===== src/rtl/dec_pkg.sv =====
package dec_pkg;
  typedef enum logic {
    MODE_EDGE  = 1'b0,
    MODE_LEVEL = 1'b1
  } irq_mode_e;
endpackage


===== src/rtl/dec_count.sv =====
module dec_count #(
  parameter int WIDTH      = 32,
  parameter int FIRE_BELOW = 3
) (
  input  logic             clk_i,
  input  logic             rst_ni,
  input  logic             tick_i,
  input  logic             wr_en_i,
  input  logic [WIDTH-1:0] wr_data_i,
  output logic [WIDTH-1:0] cnt_o,
  output logic             tick_evt_o
);
  localparam logic [WIDTH-1:0] LIM = WIDTH'(FIRE_BELOW);
  localparam logic [WIDTH-1:0] ONE = WIDTH'(1);

  logic [WIDTH-1:0] cnt_q;

  always_ff @(posedge clk_i or negedge rst_ni) begin
    if (!rst_ni)      cnt_q <= '1;
    else if (wr_en_i) cnt_q <= wr_data_i;
    else if (tick_i)  cnt_q <= cnt_q - ONE;
  end

  // underflow event: steps 2->1, 1->0, 0->-1
  assign tick_evt_o = tick_i && !wr_en_i && (cnt_q < LIM);
  assign cnt_o      = cnt_q;

  assert_load_R2: assert property (@(posedge clk_i) disable iff (!rst_ni)
    wr_en_i |=> cnt_q == $past(wr_data_i));
  assert_dec_R3: assert property (@(posedge clk_i) disable iff (!rst_ni)
    (tick_i && !wr_en_i) |=> cnt_q == $past(cnt_q) - ONE);
  assert_hold_R3: assert property (@(posedge clk_i) disable iff (!rst_ni)
    (!tick_i && !wr_en_i) |=> $stable(cnt_q));
endmodule


===== src/rtl/dec_irq.sv =====
module dec_irq
  import dec_pkg::*;
#(
  parameter int WIDTH      = 32,
  parameter int FIRE_BELOW = 3
) (
  input  logic             clk_i,
  input  logic             rst_ni,
  input  irq_mode_e        mode_i,
  input  logic             wr_en_i,
  input  logic [WIDTH-1:0] wr_data_i,
  input  logic             old_msb_i,
  input  logic             tick_evt_i,
  input  logic             ack_i,
  output logic             irq_o
);
  localparam logic [WIDTH-1:0] LIM = WIDTH'(FIRE_BELOW);

  logic pend_q, pend_d;
  logic wr_small, new_msb, edge_set;

  assign wr_small = wr_en_i && (wr_data_i < LIM);
  assign new_msb  = wr_data_i[WIDTH-1];
  assign edge_set = tick_evt_i || wr_small || (wr_en_i && new_msb && !old_msb_i);

  always_comb begin
    pend_d = pend_q;
    if (mode_i == MODE_EDGE) begin
      if (edge_set)   pend_d = 1'b1;
      else if (ack_i) pend_d = 1'b0;
    end else begin
      if (wr_en_i)         pend_d = wr_small || new_msb;
      else if (tick_evt_i) pend_d = 1'b1;
    end
  end

  always_ff @(posedge clk_i or negedge rst_ni) begin
    if (!rst_ni) pend_q <= 1'b0;
    else         pend_q <= pend_d;
  end

  assign irq_o = pend_q;

  assert_tick_evt_R4: assert property (@(posedge clk_i) disable iff (!rst_ni)
    tick_evt_i |=> irq_o);
  assert_wr_small_R5: assert property (@(posedge clk_i) disable iff (!rst_ni)
    wr_small |=> irq_o);
  assert_edge_msb_R6: assert property (@(posedge clk_i) disable iff (!rst_ni)
    (mode_i == MODE_EDGE && wr_en_i && new_msb && !old_msb_i) |=> irq_o);
  assert_edge_ack_R7: assert property (@(posedge clk_i) disable iff (!rst_ni)
    (mode_i == MODE_EDGE && ack_i && !wr_en_i && !tick_evt_i) |=> !irq_o);
  assert_edge_keep_R8: assert property (@(posedge clk_i) disable iff (!rst_ni)
    (mode_i == MODE_EDGE && wr_en_i && !wr_small && !(new_msb && !old_msb_i) && !ack_i)
    |=> $stable(irq_o));
  assert_lvl_set_R9: assert property (@(posedge clk_i) disable iff (!rst_ni)
    (mode_i == MODE_LEVEL && wr_en_i && new_msb) |=> irq_o);
  assert_lvl_clr_R10: assert property (@(posedge clk_i) disable iff (!rst_ni)
    (mode_i == MODE_LEVEL && wr_en_i && !new_msb && !wr_small) |=> !irq_o);
  assert_lvl_ack_R11: assert property (@(posedge clk_i) disable iff (!rst_ni)
    (mode_i == MODE_LEVEL && !wr_en_i && !tick_evt_i) |=> $stable(irq_o));
endmodule


===== src/rtl/dec_timer.sv =====
module dec_timer
  import dec_pkg::*;
#(
  parameter int WIDTH      = 32,
  parameter int FIRE_BELOW = 3
) (
  input  logic             clk_i,
  input  logic             rst_ni,
  input  logic             tick_i,
  input  logic             wr_en_i,
  input  logic [WIDTH-1:0] wr_data_i,
  output logic [WIDTH-1:0] rd_data_o,
  input  logic             ack_i,
  input  logic             mode_i,
  output logic             irq_o
);
  logic [WIDTH-1:0] cnt;
  logic             tick_evt;
  irq_mode_e        mode;

  assign mode = irq_mode_e'(mode_i);

  dec_count #(.WIDTH(WIDTH), .FIRE_BELOW(FIRE_BELOW)) u_count (
    .clk_i      (clk_i),
    .rst_ni     (rst_ni),
    .tick_i     (tick_i),
    .wr_en_i    (wr_en_i),
    .wr_data_i  (wr_data_i),
    .cnt_o      (cnt),
    .tick_evt_o (tick_evt)
  );

  dec_irq #(.WIDTH(WIDTH), .FIRE_BELOW(FIRE_BELOW)) u_irq (
    .clk_i      (clk_i),
    .rst_ni     (rst_ni),
    .mode_i     (mode),
    .wr_en_i    (wr_en_i),
    .wr_data_i  (wr_data_i),
    .old_msb_i  (cnt[WIDTH-1]),
    .tick_evt_i (tick_evt),
    .ack_i      (ack_i),
    .irq_o      (irq_o)
  );

  assign rd_data_o = cnt;

  assert_reset_R1: assert property (@(posedge clk_i)
    $rose(rst_ni) |-> (rd_data_o == '1 && !irq_o));
endmodule


===== config.mk =====
export PLATFORM = sky130hd
export DESIGN_NAME = dec_timer
export DESIGN_NICKNAME = d
export VERILOG_FILES = /design/src/rtl/dec_pkg.sv /design/src/rtl/dec_count.sv /design/src/rtl/dec_irq.sv /design/src/rtl/dec_timer.sv
export SDC_FILE = /design/constraint.sdc
export NUM_CORES = 1
export LEC_CHECK = 0
export BUFFER_PORTS_ARGS = -buffer_cell sky130_fd_sc_hd__buf_2
export CORE_MARGIN = 2
export CORE_UTILIZATION = 54
export CTS_CLUSTER_SIZE = 16
export DETAILED_ROUTE_END_ITERATION = 10
export GPL_TIMING_DRIVEN = 0
export PLACE_DENSITY = 0.84
export SKIP_CTS_REPAIR_TIMING = 1
export SYNTH_ARGS = -nofsm -noshare
export SYNTH_HDL_FRONTEND = slang
export SYNTH_SLANG_ARGS = --single-unit

===== constraint.sdc =====
create_clock -name clk_i -period 6.6 [get_ports clk_i]
set_input_delay 0.66 -clock clk_i [delete_from_list [all_inputs] [get_ports clk_i]]
set_output_delay 0.66 -clock clk_i [all_outputs]
set_load 0.01 [all_outputs]

==> flow_summary.toml, run 1 <==
[synthesis]
yosys.area.top_type = "dfstp_2"
yosysWarningCount = 0
syn_inst = 231
netlist_top_cells_area = "dfstp_2 (41%), or4_1 (5.1%), o21ai_0 (4.6%), a31oi_1 (4.2%), nor4_1 (4.2%)"
avgSynthCellArea_um2 = 8.94
synth_seq_cells = 33
yosysTopAreaCellShare_pct = 40.7
netlist_area_um2 = 2070
synth.distinct_cells = 35
postSynthNetCount = 271
ys_seq_area_share_pct = 41.9

[setup_path]
worstPathArrival_ps = 2860
reg2reg_depth = 5
worstSetupStartpointType = "register"
crit_chain = "nor3_1 > nand4_1 > clkbuf_1 > or4_1 > a31oi_1"
cp_num_buf_inv = 1
rrSetupSlack_ps = 3960
required_ps = 6820
reg2reg_from = "u_count.cnt_o[4]$_DFFE_PN1P_"
setup.worst_path.end_class = "register"
cpPeakStageDelay_ps = 720
crit_type = "reg -> reg"
cp_max_fo = 10
cpMaxStageDelayCell = "nor3_1"
reg2reg_to = "u_count.cnt_o[17]$_DFFE_PN1P_"
path_delay_family = "simple AND/OR/NAND/NOR gates"

[grt]
grt_overflow = 0
grt_max_degree = 34
grt_pass1_wl_mm = 9.54
grtUsageTotal_pct = 28.9
antenna_found_initial = 0
grt_pass1_vias = 2088

[floorplan]
die_y_um = 65.9
dieWidth_um = 65.9
die_area_um2 = 4340
rows = 22
pin_count = 71
initial_utilization_pct = 56.4
core_um2 = 3660

[placement]
gp_congestion = 0.920
port-buffer-count = 69
dpl.hpwl_mm = 4.07

[route]
drt-vias-per-instance = 6.18
ant_nets = 0
drc_errors = 0
wl_per_cell_um = 15.7
drt_iter0_drc = 202
via_count = 2199
first_pass_iters = 5
routed_wl_mm = 5.61

[timing]
max_freq_mhz = 378
finalMaxSlewViolations = 0
relSlewSlack_pct = 41.3
final.setup.tns_ps = 0
worst_pin_slew_ps = 874
period_needed_ps = 2640
finalSetupViolCount = 0
rsz0062_at_grt = "no"
period_share_pct = 40.1
clock_skew_ps = 2.74
hold_violations = 0

[finish]
multi_input_area_um2 = 1140
antenna_cells = 0
utilization_pct = 70.3
fillers = 327
regArea_um2 = 866
syn2layout_area_growth_pct = 24.5
layout-drive-gt1-share_pct = 38.0
fin_nets = 347

[power_and_ir_drop]
vdd_drop_max_mv = 0.148
power_density_nw_per_um2 = 215
fin_total_pwr_uw = 554
power.leakage_nw = 0.975

[clock_network]
tritoncts = "yes"
clockBufferDepth = 2
htreeDepth = 2
worstSkewPairLatency_ps = 290
root_buffer = "clkbuf_8"
clk_pin_slew_worst_paths_ps = 70
clock-sinks = 33
cts_buffers = 5

[worst_hold_path]
worstHoldPathType = "in -> async"

[flow_run]
cap_violations = 0

[status]
status = "finished clean"
[per-stage QoR]
stage | cells | worst slack [ps] | hold WS [ps] | area [µm²]
final | 356 | 3960 | 430 | 2570
after global routing | 356 | 3850 | 480 | 2570
after CTS | 356 | 3990 | 453 | 2570
after detailed placement | 348 | 3830 | 511 | 2470
after global placement | 348 | 3850 | 503 | 2470
after floorplan | 231 | 4230 | 364 | 2070
[flip-flops by register name, summed over array words and instances, names as in the netlist]
name           flops
u_count.cnt_o     32
u_irq.irq_o        1
[Yosys cell counts]
library cell	n
dfrtp_1	1
or3_1	9
nor4b_1	1
a211oi_1	1
a31oi_1	14
o31ai_1	11
nor4bb_1	1
inv_1	3
nor2b_1	2
mux2i_1	1
o31a_1	6
or4_1	14
nand4_1	6
dfstp_2	32
nand2b_1	3
buf_2	2
a32oi_1	1
buf_4	1
o211ai_1	1
or2_2	2
nor4_2	1
nand3b_1	3
nand3_1	4
clkbuf_1	9
nor3_1	7
nand2_1	22
o21ai_0	19
ha_1	2
xnor2_1	6
xor2_1	7
or3_4	1
nor3b_2	1
nand4b_1	3
nor2_1	20
nor4_1	14
[worst max path at each step]
stage	from	to	slack, ps	depth (start not counted)
4_1_cts	u_count.cnt_o[4]$_DFFE_PN1P_	u_count.cnt_o[17]$_DFFE_PN1P_	3990	5
2_1_floorplan	tick_i	u_count.cnt_o[22]$_DFFE_PN1P_	4230	6
6_report	u_count.cnt_o[4]$_DFFE_PN1P_	u_count.cnt_o[17]$_DFFE_PN1P_	3960	5
3_3_place_gp	tick_i	u_count.cnt_o[17]$_DFFE_PN1P_	3850	6
5_1_grt	u_count.cnt_o[4]$_DFFE_PN1P_	u_count.cnt_o[17]$_DFFE_PN1P_	3850	5
3_5_place_dp	tick_i	u_count.cnt_o[17]$_DFFE_PN1P_	3830	6
[final cells by class]
class | count | area share, %
inverter | 3 | 0.438
timing repair buffer | 69 | 13.4
tap | 48 | 2.33
buffer | 12 | 1.99
clock buffer | 7 | 3.75
clock inverter | 1 | 0.195
sequential | 33 | 33.7
multi-input combinational | 183 | 44.2
[kinds of logic after synthesis]
group	count (synthesis)	share of synthesized area (%)
simple gates	114	31.3
compound gates	53	16.5
flops	33	41.9
buf+inv	15	3.03
xor+xnor	13	5.51
fa+ha+maj	2	1.21
mux	1	0.485
[per-layer routing]
layer / global-route usage [%] / up-vias / part of all wire [%]
li1: - / 1038 / -
met1: 37.7 / 1055 / 42
met2: 48.6 / 98 / 49
met3: 6.47 / 8 / 7.2
met4: 7.03 / 0 / 1.3
met5: 0 / - / 0
[power breakdown]
group          internal, mW  total, mW  leakage (nW)  switching (mW)
registers             0.238      0.268         0.349          0.0295
logic                0.0510      0.112         0.571          0.0610
clock network        0.0943      0.174        0.0542          0.0800
total                 0.383      0.554         0.975           0.171
[placed cells by master (no fill, tap or decap), drive strengths merged, types with 10 or more instances in the layout]
cell / Yosys / layout
o21ai: 19 / 19
nor2: 20 / 20
a31oi: 14 / 14
or4: 14 / 14
buf: 3 / 72
nand2: 22 / 22
nor4: 15 / 15
or3: 10 / 10
dfstp: 32 / 32
clkbuf: 9 / 16
o31ai: 11 / 11
(Power assumes the default switching activity.)
==> run 2, diff against run 1 <==
--- a/config.mk
+++ b/config.mk
@@ -7,11 +7,11 @@
 export LEC_CHECK = 0
 export BUFFER_PORTS_ARGS = -buffer_cell sky130_fd_sc_hd__buf_2
 export CORE_MARGIN = 2
-export CORE_UTILIZATION = 54
+export CORE_UTILIZATION = 45
 export CTS_CLUSTER_SIZE = 16
 export DETAILED_ROUTE_END_ITERATION = 10
 export GPL_TIMING_DRIVEN = 0
-export PLACE_DENSITY = 0.84
+export PLACE_DENSITY = 0.75
 export SKIP_CTS_REPAIR_TIMING = 1
 export SYNTH_ARGS = -nofsm -noshare
 export SYNTH_HDL_FRONTEND = slang
==> constraint.sdc (replaced) <==
create_clock -name clk_i -period 2.25 [get_ports clk_i]
set_input_delay 0.225 -clock clk_i [delete_from_list [all_inputs] [get_ports clk_i]]
set_output_delay 0.225 -clock clk_i [all_outputs]
set_load 0.01 [all_outputs]
==> run 2 against run 1 <==
  * The run now ends with hold timing left
  * Non-clock buffer count is 9 higher
  * Sequential share of layout area is 1.4 points lower
  * Sequential cell count stayed put
  * Register-to-register slack worse by 3900 ps
  * Clock skew is 1.8 ps higher
  * Via count is 0.77% higher
  * Hold slack worse by 430 ps
  * Setup slack worse by 3900 ps
  * Core utilization is 9.0 points lower
  * Wire length is 6.8% higher
  * Die area is 19% higher
  * Count of clock-buffer cells in the layout is 1 lower
  * Largest cell class unchanged
  * Largest power group unchanged
==> flow_summary.toml, run 2 (synthesis results as in run 1) <==
[finish]
layout-drive-gt1-share_pct = 42.0
final_area_um2 = 2690
final_common_cell = "buf_2"
fillers = 392
largest_reg_flops = 32
regArea_um2 = 866
fin_nets = 356
syn2layout_area_growth_pct = 30.0
final_cell_mix = "buf_2 (69), dfstp_2 (32), nand2_1 (22)"
multi_input_area_um2 = 1190
antenna_cells = 0

[power_and_ir_drop]
power_density_nw_per_um2 = 598
power.leakage_nw = 1.02
fin_total_pwr_mw = 1.61
vdd_drop_max_mv = 0.379

[floorplan]
die_area_um2 = 5150
rows = 24
initial_utilization_pct = 47.1
core_um2 = 4380
dieWidth_um = 71.8
pin_count = 71
die_y_um = 71.8

[grt]
grtUsageTotal_pct = 24.3
gr-usage-met2_pct = 40.0
antenna_found_initial = 0
met3_usage_pct = 6.75
grt_max_degree = 34
grt-busiest-layer = "met2"
grt_overflow = 0
grt_pass1_wl_mm = 9.72
grt.met1_usage_pct = 30.9
grt_pass1_vias = 2079

[timing]
hold_violations = 1
finalSetupViolCount = 0
rsz0062_at_grt = "no"
finalMaxSlewViolations = 0
worst_pin_slew_ps = 736
period_needed_ps = 2190
holdWs_ps = -3.20
period_share_pct = 97.3
clock_skew_ps = 4.50
relSlewSlack_pct = 50.9
max_freq_mhz = 457

[route]
via_count = 2216
drt_iter0_drc = 115
ant_nets = 0
drt-vias-per-instance = 6.01
drc_errors = 0
wl_per_cell_um = 16.2
first_pass_iters = 4
routed_wl_mm = 5.99

[clock_network]
worstSkewPairLatency_ps = 290
htreeDepth = 2
clockBufferDepth = 2
clk_pin_slew_worst_paths_ps = 70
root_buffer = "clkbuf_8"
tritoncts = "yes"
cts_buffers = 5
clock-sinks = 33

[setup_path]
crit_chain = "or3_1 > or4_4 > buf_6 > or4_1 > a31oi_1"
cpPeakStageDelay_ps = 540
cpMaxStageDelayCell = "or4_4"
cp_max_fo = 8
crit_type = "reg -> reg"
required_ps = 2470
worstSetupStartpointType = "register"
setup.worst_path.end_class = "register"
worstPathArrival_ps = 2410

[flow_run]
cap_violations = 0

[worst_hold_path]
worstHoldPathType = "in -> async"

[placement]
postPlaceCellArea_um2 = 2480
dpl.hpwl_mm = 4.32
gp_congestion = 0.813
port-buffer-count = 69

[status]
status = "complete, but fails checks"
violations = "hold timing"
## run 2: path summary, 6_finish.rpt
kind                                                       to  cells past startpoint  slack, ps                           from
worst max-delay path            u_count.cnt_o[22]$_DFFE_PN1P_                      5         60  u_count.cnt_o[10]$_DFFE_PN1P_
worst min-delay path                  u_irq.irq_o$_DFFE_PN0P_                      1         -3                         rst_ni
worst max register to register  u_count.cnt_o[22]$_DFFE_PN1P_                      5         60  u_count.cnt_o[10]$_DFFE_PN1P_
worst min register to register  u_count.cnt_o[25]$_DFFE_PN1P_                      2        530  u_count.cnt_o[25]$_DFFE_PN1P_
max in group asynchronous             u_irq.irq_o$_DFFE_PN0P_                      1       1800                         rst_ni
min in group clk_i              u_count.cnt_o[19]$_DFFE_PN1P_                      3        150                  wr_data_i[19]
## run 2: per-stage QoR
stage                     TNS [ps]  worst slack, ps  hold WS [ps]  util [%]  cells
after floorplan                  0              100         -70.6         -    231
after global placement       -1470             -338           315      56.5    352
after detailed placement     -1720             -351           326      56.5    352
after CTS                    -2030             -379          13.8      58.4    360
after global routing             0             28.1          39.9      61.3    369
final                            0             60.8         -3.20      61.3    369
## run 2: worst max-delay path: cells and delay by family (launching register included)
family | cells | cell delay (ps)
flops | 1 | 390
compound gates | 1 | 180
simple gates | 3 | 1400
buf+inv | 1 | 150
## run 2: cell type report
type | count | area share [%]
Multi-Input combinational cell | 183 | 44.2
Sequential cell | 33 | 32.2
Timing Repair Buffer | 78 | 15.4
Clock buffer | 6 | 2.70
Tap cell | 52 | 2.42
Buffer | 12 | 2.24
Inverter | 3 | 0.419
Clock inverter | 2 | 0.373
## run 2: routing by layer
metal | up-vias | share of wire, %
li1 | 1060 | -
met1 | 1053 | 44
met2 | 93 | 47
met3 | 10 | 7.6
met4 | 0 | 1.4
met5 | - | 0
## run 2: report_power, final
| part | switching, mW | internal [mW] | leakage (nW) |
|---|---|---|---|
| Sequential | 0.0911 | 0.699 | 0.349 |
| Clock | 0.235 | 0.215 | 0.0450 |
| Combinational | 0.194 | 0.174 | 0.626 |
==> run 3, diff against run 2 <==
--- a/config.mk
+++ b/config.mk
@@ -5,14 +5,15 @@
 export SDC_FILE = /design/constraint.sdc
 export NUM_CORES = 1
 export LEC_CHECK = 0
+export ABC_AREA = 1
 export BUFFER_PORTS_ARGS = -buffer_cell sky130_fd_sc_hd__buf_2
-export CORE_MARGIN = 2
-export CORE_UTILIZATION = 45
+export CORE_UTILIZATION = 48
 export CTS_CLUSTER_SIZE = 16
 export DETAILED_ROUTE_END_ITERATION = 10
 export GPL_TIMING_DRIVEN = 0
-export PLACE_DENSITY = 0.75
+export PLACE_DENSITY = 0.76
 export SKIP_CTS_REPAIR_TIMING = 1
 export SYNTH_ARGS = -nofsm -noshare
 export SYNTH_HDL_FRONTEND = slang
+export SYNTH_HIERARCHICAL = 1
 export SYNTH_SLANG_ARGS = --single-unit
==> run 3 against run 2 <==
  * Non-clock buffer count is 12 lower
  * Sequential cell count stayed put
  * Largest cell class unchanged
  * Critical path type unchanged
  * Via count is 26% higher
  * Register-to-register slack better by 520 ps
  * Count of clock-buffer cells in the layout is 1 higher
  * The flow now finishes without violations
  * Critical path depth is 4 higher
==> flow_summary.toml, run 3 <==
[grt]
grt_max_degree = 34
grtUsageTotal_pct = 29.7
grt_pass1_wl_mm = 12.2
grt_overflow = 0
grt_pass1_vias = 2498
antenna_found_initial = 0

[clock_network]
root_buffer = "clkbuf_8"
clock-sinks = 33
tritoncts = "yes"
htreeDepth = 2
clk_pin_slew_worst_paths_ps = 70
worstSkewPairLatency_ps = 290
cts_buffers = 5
clockBufferDepth = 2

[synthesis]
postSynthNetCount = 424
yosys.area.top_type = "dfstp_2"
syn_inst = 384
avgSynthCellArea_um2 = 6.58
netlist_area_um2 = 2520
synth_edf_count = 0
ys_top_cells_by_count = "nand2_1 (125), nor2_1 (78), dfstp_2 (32), inv_1 (32)"
yosysTopAreaCellShare_pct = 33.3
yosysWarningCount = 6
synth-main-ff-cell = "dfstp_2"
synth_seq_cells = 33
ys_seq_area_share_pct = 34.3
netlist_top_cells_area = "dfstp_2 (33%), nand2_1 (19%), nor2_1 (12%), a22oi_1 (5.9%), inv_1 (4.8%)"
async_reset_ff_share_pct = 100
synth.distinct_cells = 30
yosys.cell_count.top_type = "nand2_1"

[finish]
final_cell_mix = "nand2_1 (125), nor2_1 (78), buf_2 (74)"
antenna_cells = 0
layout-drive-gt1-share_pct = 28.6
fillers = 521
fin_nets = 501
syn2layout_area_growth_pct = 22.0
final_common_cell = "nand2_1"
largest_reg_flops = 32
utilization_pct = 60.7
final_area_um2 = 3080

[route]
ant_nets = 0
first_pass_iters = 5
routed_wl_mm = 7.70
wl_per_cell_um = 14.5
wl_met3_um = 631
drc_errors = 0
via_count = 2799
drt-vias-per-instance = 5.26
top_layer_used = "met4"
drt_iter0_drc = 260
drt-met1-wl_mm = 3.46
wl_met2_mm = 3.46

[setup_path]
cp_num_buf_inv = 2
crit_type = "reg -> reg"
path_delay_family = "simple AND/OR/NAND/NOR gates"
setup.worst_path.end_class = "register"
cpMaxStageDelayCell = "dfstp_2"
cp_max_fo = 4
worstSetupStartpointType = "register"
worstPathArrival_ps = 1900
crit_chain = "inv_1 > ha_1 > nand3_1 > inv_1 > nand2_2 > nor2_4 > nand2_1 > nand3_1 > nand2_1"
cpPeakStageDelay_ps = 550
required_ps = 2470
reg2reg_from = "u_count/cnt_o[0]$_DFFE_PN1P_"
crit_start = "u_count/cnt_o[0]$_DFFE_PN1P_"

[power_and_ir_drop]
power_density_nw_per_um2 = 615
power.leakage_nw = 1.45
vdd_drop_max_mv = 0.302

[timing]
period_needed_ps = 1670
finalMaxSlewViolations = 0
relSlewSlack_pct = 49.5
rsz0062_at_grt = "no"
final.setup.tns_ps = 0
finalSetupViolCount = 0
worst_pin_slew_ps = 757
fin_ws_ps = 578
period_share_pct = 74.3
holdWs_ps = 2.77
max_freq_mhz = 598
clock_skew_ps = 12.0
hold_violations = 0

[flow_run]
cap_violations = 0

[floorplan]
rows = 26
die_area_um2 = 5550
initial_utilization_pct = 49.8
dieWidth_um = 74.5
core_um2 = 5070
die_y_um = 74.5
pin_count = 71

[placement]
dp_slack_ps = 474
gp_congestion = 0.916
port-buffer-count = 70
dpl.hpwl_mm = 5.91
postPlaceCellArea_um2 = 2960

[worst_hold_path]
worstHoldPathType = "in -> async"

[status]
status = "finished clean"
==> run 3: per-layer routing <==
metal | GRT usage, % | up-vias
li1 | - | 1389
met5 | 0 | -
met3 | 7.32 | 10
met2 | 46.1 | 130
met1 | 40.1 | 1270
met4 | 10.5 | 0
==> run 3: cells by family (layout without fill, tap and decap cells) <==
logic type	count (synthesis)	after routing	share of synthesized area, %
compound gates	49	49	13.2
buf+inv	44	122	6.89
flops	33	33	34.3
simple gates	245	245	40.8
xor+xnor	11	11	3.82
fa+ha+maj	2	2	0.991
==> run 3: worst register-to-register path, cell delays in order (launching register included) <==
cell and delay [ps]:
dfstp_2 550, inv_1 80, ha_1 260, nand3_1 200, inv_1 110, nand2_2 140, nor2_4 50, nand2_1 60
nand3_1 80, nand2_1 70
==> run 3: final timing paths <==
check / endpoint / cells after the start / slack (ps)
max: u_count/cnt_o[22]$_DFFE_PN1P_ / 9 / 580
min: u_irq/irq_o$_DFFE_PN0P_ / 1 / 3
max reg2reg: u_count/cnt_o[22]$_DFFE_PN1P_ / 9 / 580
min reg2reg: u_count/cnt_o[9]$_DFFE_PN1P_ / 2 / 530
max in group asynchronous: u_irq/irq_o$_DFFE_PN0P_ / 1 / 1780
min in group clk_i: u_count/cnt_o[1]$_DFFE_PN1P_ / 3 / 160
==> run 3: report_power, final <==
| part | total (mW) | internal (mW) | switching, mW | leakage, nW |
|---|---|---|---|---|
| Clock | 0.589 | 0.361 | 0.228 | 0.0585 |
| Sequential | 0.807 | 0.710 | 0.0978 | 0.348 |
| Combinational | 0.497 | 0.192 | 0.305 | 1.04 |
==> run 3: stage by stage <==
step	instances	total power, mW
final	532	1.89
after global routing	532	2.00
after CTS	532	1.90
after detailed placement	524	1.31
after global placement	524	1.29
after floorplan	384	1.10
==> run 3: cell type report <==
class / instances / area, µm² / area share (%)
Buffer: 8 / 38.8 / 1.26
Clock buffer: 7 / 86.3 / 2.80
Clock inverter: 1 / 30.0 / 0.975
Inverter: 36 / 135 / 4.39
Multi-Input combinational cell: 307 / 1490 / 48.2
Sequential cell: 33 / 866 / 28.1
Tap cell: 70 / 87.6 / 2.84
Timing Repair Buffer: 70 / 350 / 11.4
